## config.mk

```make
export PLATFORM = sky130hd
export DESIGN_NAME = xchg_seq
export DESIGN_NICKNAME = d
export VERILOG_FILES = /design/src/rtl/xchg_seq.sv
export SDC_FILE = /design/constraint.sdc
export NUM_CORES = 1
export LEC_CHECK = 0
export ABC_AREA = 1
export BUFFER_PORTS_ARGS = -buffer_cell sky130_fd_sc_hd__clkbuf_2
export CAP_MARGIN = 20
export CORE_AREA = 2 2 136 138
export CTS_CLUSTER_SIZE = 10
export DETAILED_ROUTE_END_ITERATION = 12
export DIE_AREA = 0 0 138 140
export PLACE_DENSITY = 0.48
export SYNTH_ARGS = -nofsm -noshare
export SYNTH_HDL_FRONTEND = slang
export SYNTH_SLANG_ARGS = --single-unit
```

## constraint.sdc

```tcl
create_clock -name clk -period 1.5 [get_ports clk]
set_input_delay 0.075 -clock clk [delete_from_list [all_inputs] [get_ports clk]]
set_output_delay 0.075 -clock clk [all_outputs]
set_load 0.005 [all_outputs]
```

## src/rtl/xchg_seq.sv

```systemverilog
module xchg_seq #(
  parameter int WORDS = 16,
  parameter int DW    = 60,
  parameter int AW    = 18,
  parameter int LAT   = 28,
  localparam int IW   = $clog2(WORDS),
  localparam int CW   = $clog2(LAT + 1)
) (
  input  logic          clk,
  input  logic          rst_n,
  input  logic          xj_req,
  input  logic          xj_err,
  input  logic          priv,
  input  logic          force_req,
  input  logic [AW-1:0] req_addr,
  input  logic [AW-1:0] norm_addr,
  input  logic [AW-1:0] err_addr,
  input  logic [AW-1:0] force_addr,
  output logic          busy,
  output logic          done,
  output logic          mem_en,
  output logic          mem_we,
  output logic [AW-1:0] mem_addr,
  output logic [DW-1:0] mem_wdata,
  input  logic [DW-1:0] mem_rdata,
  output logic [IW-1:0] rf_ridx,
  input  logic [DW-1:0] rf_rdata,
  output logic          rf_we,
  output logic [IW-1:0] rf_widx,
  output logic [DW-1:0] rf_wdata
);

  logic          run;
  logic [CW-1:0] cnt;
  logic [AW-1:0] base;
  logic [AW-1:0] tgt;
  logic          start;

  assign start = !run && (force_req || xj_req);

  always_comb begin
    if (force_req)   tgt = force_addr;
    else if (xj_err) tgt = err_addr;
    else if (priv)   tgt = req_addr;
    else             tgt = norm_addr;
  end

  always_ff @(posedge clk or negedge rst_n) begin
    if (!rst_n) begin
      run  <= 1'b0;
      cnt  <= '0;
      base <= '0;
    end else if (start) begin
      run  <= 1'b1;
      cnt  <= '0;
      base <= tgt;
    end else if (run) begin
      if (cnt == CW'(LAT - 1)) begin
        run <= 1'b0;
        cnt <= '0;
      end else begin
        cnt <= cnt + CW'(1);
      end
    end
  end

  assign busy      = run;
  assign done      = run && (cnt == CW'(LAT - 1));
  assign mem_en    = run && (cnt < CW'(WORDS));
  assign mem_we    = mem_en;
  assign mem_addr  = base + AW'(cnt);
  assign rf_ridx   = IW'(cnt);
  assign mem_wdata = rf_rdata;
  assign rf_we     = run && (cnt != '0) && (cnt <= CW'(WORDS));
  assign rf_widx   = IW'(cnt - CW'(1));
  assign rf_wdata  = mem_rdata;

endmodule


```

Word level (Yosys, flattened, before mapping)
Cells that the tools add are included.
{ "totals": {"regBits": 24, "latchBits": 0, "mem_bits_rw": 0, "rom_bits": 0, "input_bits": 198, "output_inout_bits": 151, "elab_cells": 27, "n_memories": 0} }
{ "op_classes": {"n_addsub": 3, "mul": 0, "div_mod_pow": 0, "n_lt_le_gt_ge": 2, "eq_ne": 1, "n_shift": 0, "muxes": 9, "bitwise_logic": 0, "reduce_logical": 9} }
{ "op_table": {"columns": ["cell", "n"], "rows": [
  ["$mux W18", 3],
  ["$add A18 B5 Y18", 1],
  ["$mux W5", 3],
  ["$add A5 B1 Y5 const B", 1],
  ["$eq A5 B5 Y1 const B", 1],
  ["$le A5 B5 Y1 const B", 1],
  ["$logic_and A1 B1 Y1", 5],
  ["$lt A5 B5 Y1 const B", 1],
  ["$reduce_bool A5 Y1", 1],
  ["$sub A4 B1 Y4 const B", 1],
  ["$mux W1", 3],
  ["$reduce_bool A2 Y1", 1],
  ["$logic_not A1 Y1", 1],
  ["$logic_or A1 B1 Y1", 1]
]} }

Logic depth before layout (Yosys ltp)
{ "depth": {"depth_word": 4, "depth_mapped": 10, "ltp_nobuf": 10} }

Worst setup path before layout
Ideal clock, no wire load.
{ "synth_timing": {"path_kind": "reg2out", "from": "register cnt[0]", "to": "output mem_addr[8]", "t_arrival_ps": 1505, "slack_ps": -80, "path_stages_with_launch": 8, "path_buffers": 0, "cell_sequence": "dfrtp_1 ha_1 inv_1 fa_1 o21ai_0 nand3_1 nand2_1 xor2_1"} }
{ "synth_between": {"elab_chain_cells": 1} }
{ "synth_rtl": {"columns": ["item", "line", "text"], "rows": [
  ["start, declared", "34", "logic [CW-1:0] cnt;"],
  ["start signal, assigned", "62", "cnt <= cnt + CW'(1);"],
  ["$add A18 B5 Y18", "71", "assign mem_addr = base + AW'(cnt);"],
  ["end, declared", "23", "output logic [AW-1:0] mem_addr,"]
]} }
Every way passes these cells.

Final worst setup path
{ "layout_timing": {"from": "register base[0]", "to": "output mem_addr[16]"} }
{ "layout_between": {"elab_chain_cells": 1} }
{ "layout_rtl": {"columns": ["item", "line", "text"], "rows": [
  ["start, declared", "35", "logic [AW-1:0] base;"],
  ["start signal, assigned", "56", "base <= tgt;"],
  ["$add A18 B5 Y18", "71", null]
]} }
Every way passes these cells.

==> results list <==
- Final Instance Area: 3640 µm²
- Worst slew margin relative to its limit: 0.5645
- Post-synthesis cell count: 465
- Vias per inst: 3.946
- Entering global routing, the biggest net connects 28 pins.
* Post-route non-filler standard cell count: 699
- At the later pin of the worst-skew pair, clock insertion delay measures 260 ps.
* Number of synthesized register bits: 24
- Core area: 17780 µm²
* Share of the synthesized area in the top cell type: 0.2932
- Derived from the worst setup path, the maximum achievable clock frequency is 521.4 MHz.
* Wire length of the first global-routing pass: 15640 µm
- Clock tree from TritonCTS: built
- The final reports fail on negative setup slack.
* HPWL after DPL: 8528 µm
* Post-DRT Antenna Nets: 0
* Worst Clk Skew: 3.999 ps
- The cell sitting at the root of the clock tree is a sky130_fd_sc_hd__clkbuf_16.
- Synth Cell Area: 3277 µm²
- The flow ran to the end, but the final reports show violations.
- Hold Path Class: input port to flop
- Of all cell types, the one taking the most synthesized area is sky130_fd_sc_hd__buf_4.
* Final slew viol count: 0
- Pre-antenna DRT Iters: 4
- TritonCTS created 3 clock buffers.
* Clock period minus final worst setup slack: 1918 ps
* Placed Cells incl. Taps: 687
- Overall power consumption after layout is estimated at 7271 µW.
- The average instance in the mapped netlist occupies 7.047 µm².
- Of all nets on the critical path, the largest fanout is 3.
* Switching share of power: 0.4712
* Part of the power in registers: 0.199
- Number of synthesized flops with an enable pin: 0
* Ratio of final minimum period to clock period: 1.278
* Pwr Density: 1998 nW/µm²
- Placement Cell Area: 3263 µm²
- Row generation in the floorplan step produced 49 rows.
- Across the VDD grid, the largest voltage drop is 0.0008137 V.
* Clock tree buffer depth: 2
- For this run, the leading register cell type out of synthesis is sky130_fd_sc_hd__dfrtp_1.
* Type of origin of the critical path: flop
- For the worst setup path, the data required time is 1420 ps.
* Final net count: 679
- Slack of the critical path: -417.7 ps
* Number of vias in the routed layout: 2758
- Starting density of the core: 0.1843
- Die Span Y: 140 µm
- Transition time at the pin with the least slew margin: 653.2 ps
* Internal power of the cells: 3844 µW
* Portion of total power attributed to combinational logic: 0.721
- Summed over all nets, the switching power comes to 3426 µW.
- H-tree lvl count: 1
- For this run the aggregate overflow at the end of global routing stands at 0.
- For this run, the number of Yosys warnings is 0.
* TritonCTS sink count: 24
- Layout cell share with drive strength beyond 1: 0.4851
* Top cells by area in the synthesized netlist: sky130_fd_sc_hd__buf_4 (29%), sky130_fd_sc_hd__dfrtp_1 (18%), sky130_fd_sc_hd__nand2_1 (7.8%), sky130_fd_sc_hd__nand3_1 (5.5%), sky130_fd_sc_hd__inv_1 (5.0%)
* Number of global-route vias before repair: 2736
- Final setup viols: 17
- Count of routing violations after the opening detailed-route iteration: 72
- Data arrival time of the worst path: 1840 ps
- Counting every net in the synthesized netlist gives 672.
- Input/output buffers: 108
- Number of antenna cells inserted: 0
- Reported max-cap violation count: 0
- Final Hold Fails: 0
- Of the total power, the clock network draws 0.080.
- All-Layer GR Usage: 0.1028
- Weighted congestion at the end of routability-driven global placement: 0.7873
- The initial antenna violation count is 0.
* Signed area change from the synthesized netlist to the final layout: 11.07%
- Die area: 19320 µm²
- Residual DRC: 0
- Share of async-settable or async-resettable flops after synthesis: 1.000
- Share of the yosys chip area belonging to registers: 0.1833
* Leakage power of the design: 0.001792 µW
- Wire length reported by the detailed router: 10120 µm
- In the final routed layout, each cell accounts on average for 14.47 µm.
- Setup repair after global routing could not meet its margin everywhere.
- Ports: 349
- CTS clk-pin slew, worst paths: 60 ps
* Endpoint kind of the worst setup timing path: output port
* Crit path kind: flop to output port
* Count of different cell masters after synthesis: 31
* Die outline width: 138 µm
[cell usage in the layout, fill, tap and decap left out, types with 3 or more instances in the layout]
cell type                   synthesis  final
sky130_fd_sc_hd__xor2_1             8      7
sky130_fd_sc_hd__nand2_2            1      7
sky130_fd_sc_hd__clkbuf_16          0      3
sky130_fd_sc_hd__buf_6              3      4
sky130_fd_sc_hd__a21oi_2           18     18
sky130_fd_sc_hd__buf_4            128     25
sky130_fd_sc_hd__a21oi_1           20     20
sky130_fd_sc_hd__nand3b_1           5      5
sky130_fd_sc_hd__inv_4              0      3
sky130_fd_sc_hd__clkbuf_2           0     98
sky130_fd_sc_hd__inv_1             44     34
sky130_fd_sc_hd__nor3_1             3      3
sky130_fd_sc_hd__nand2_1           68     57
sky130_fd_sc_hd__or2_2             17     17
sky130_fd_sc_hd__nand3_2            0      9
sky130_fd_sc_hd__o22ai_1            3      3
sky130_fd_sc_hd__ha_4               0      5
sky130_fd_sc_hd__nand2_4            0      6
sky130_fd_sc_hd__inv_2              3     10
sky130_fd_sc_hd__nand4_1            9      9
sky130_fd_sc_hd__buf_2              3      9
sky130_fd_sc_hd__nand3_1           36     26
sky130_fd_sc_hd__o211ai_1          18     18
sky130_fd_sc_hd__nor2_1            28     25
sky130_fd_sc_hd__dfrtp_1           24     23
[final timing paths]
check                          startpoint      endpoint  slack (ps)  cells after the start
max                               base[0]  mem_addr[16]        -420                     10
min                        force_addr[16]      base[16]         110                      3
max reg2reg                          busy       base[9]         200                      5
min reg2reg                       base[1]       base[1]         580                      2
max in group asynchronous           rst_n       base[2]         650                      2
min in group asynchronous           rst_n        cnt[2]         390                      2
[flip-flops by register name, summed over array words and instances (netlist names)]
| signal | flops |
|---|---|
| cnt | 5 |
| base | 18 |
| busy | 1 |
[power by group through the flow]
stage | clock network [µW] | logic (µW) | registers [µW]
final | 580 | 5240 | 1450
after global routing | 623 | 5880 | 1510
after CTS | 603 | 4900 | 1450
after detailed placement | 0 | 4230 | 1420
after global placement | 0 | 4240 | 1400
after floorplan | 0 | 2780 | 1280
[critical path: stages (launching register included)]
cell	delay [ps]
sky130_fd_sc_hd__dfrtp_1	360
sky130_fd_sc_hd__ha_2	200
sky130_fd_sc_hd__inv_2	40
sky130_fd_sc_hd__fa_2	370
sky130_fd_sc_hd__o21ai_2	160
sky130_fd_sc_hd__nand3_2	80
sky130_fd_sc_hd__nand2_2	100
sky130_fd_sc_hd__nand2_1	60
sky130_fd_sc_hd__nand2_1	60
sky130_fd_sc_hd__nand2_1	50
sky130_fd_sc_hd__clkbuf_2	100
[final cells by class]
type,count,area (µm²)
Timing Repair Buffer,139,818.3
Sequential cell,24,601.8
Multi-Input combinational cell,256,1670
Inverter,48,187.7
Clock buffer,3,75.07
Tap cell,229,286.5
Fill cell,2047,14140
[per-stage QoR]
step / setup WS [ps] / hold WS, ps / utilization / TNS (ps)
after global placement: -154.1 / 137.6 / 0.1835 / -1058
after floorplan: -1.218 / -220.6 / - / -1.218
after detailed placement: -191.6 / 139.5 / 0.1835 / -1356
after global routing: -551.1 / 121.9 / 0.2047 / -6263
after CTS: -458.1 / 112.0 / 0.1977 / -5035
final: -417.7 / 109.1 / 0.2047 / -4480
[what timing repair did]
action | in CTS | in global routing
gates resized for setup | 34 | 37
buffers inserted | 4 | 5
endpoints found under the setup margin | 18 | 19
pin swaps | 18 | 22
endpoints found under the hold margin | 24 | 0
hold buffers | 1 | 0
gates cloned | 1 | 0
[cell usage after synthesis (4+ instances only)]
master / number
sky130_fd_sc_hd__buf_4: 128
sky130_fd_sc_hd__nand2_1: 68
sky130_fd_sc_hd__inv_1: 44
sky130_fd_sc_hd__nand3_1: 36
sky130_fd_sc_hd__nor2_1: 28
sky130_fd_sc_hd__dfrtp_1: 24
sky130_fd_sc_hd__a21oi_1: 20
sky130_fd_sc_hd__a21oi_2: 18
sky130_fd_sc_hd__o211ai_1: 18
sky130_fd_sc_hd__or2_2: 17
sky130_fd_sc_hd__nand4_1: 9
sky130_fd_sc_hd__ha_1: 8
sky130_fd_sc_hd__xor2_1: 8
sky130_fd_sc_hd__nand3b_1: 5
sky130_fd_sc_hd__o21ai_0: 4
[cells by family after synthesis]
kind of cell    after synthesis  synth area share
flops                        24            0.1833
compound gates               65            0.1367
buf+inv                     186            0.3757
fa+ha+maj                     9           0.03666
xor+xnor                     11           0.02940
simple gates                170            0.2383
[per-layer routing]
metal  GRT usage  vias to the layer above  share of wire
li1            -                     1390              -
met1      0.1366                     1202           0.45
met2      0.1569                      128           0.44
met3     0.02427                       38          0.075
met4     0.04995                        0          0.036
met5           0                        -              0
(Power assumes the default switching activity.)
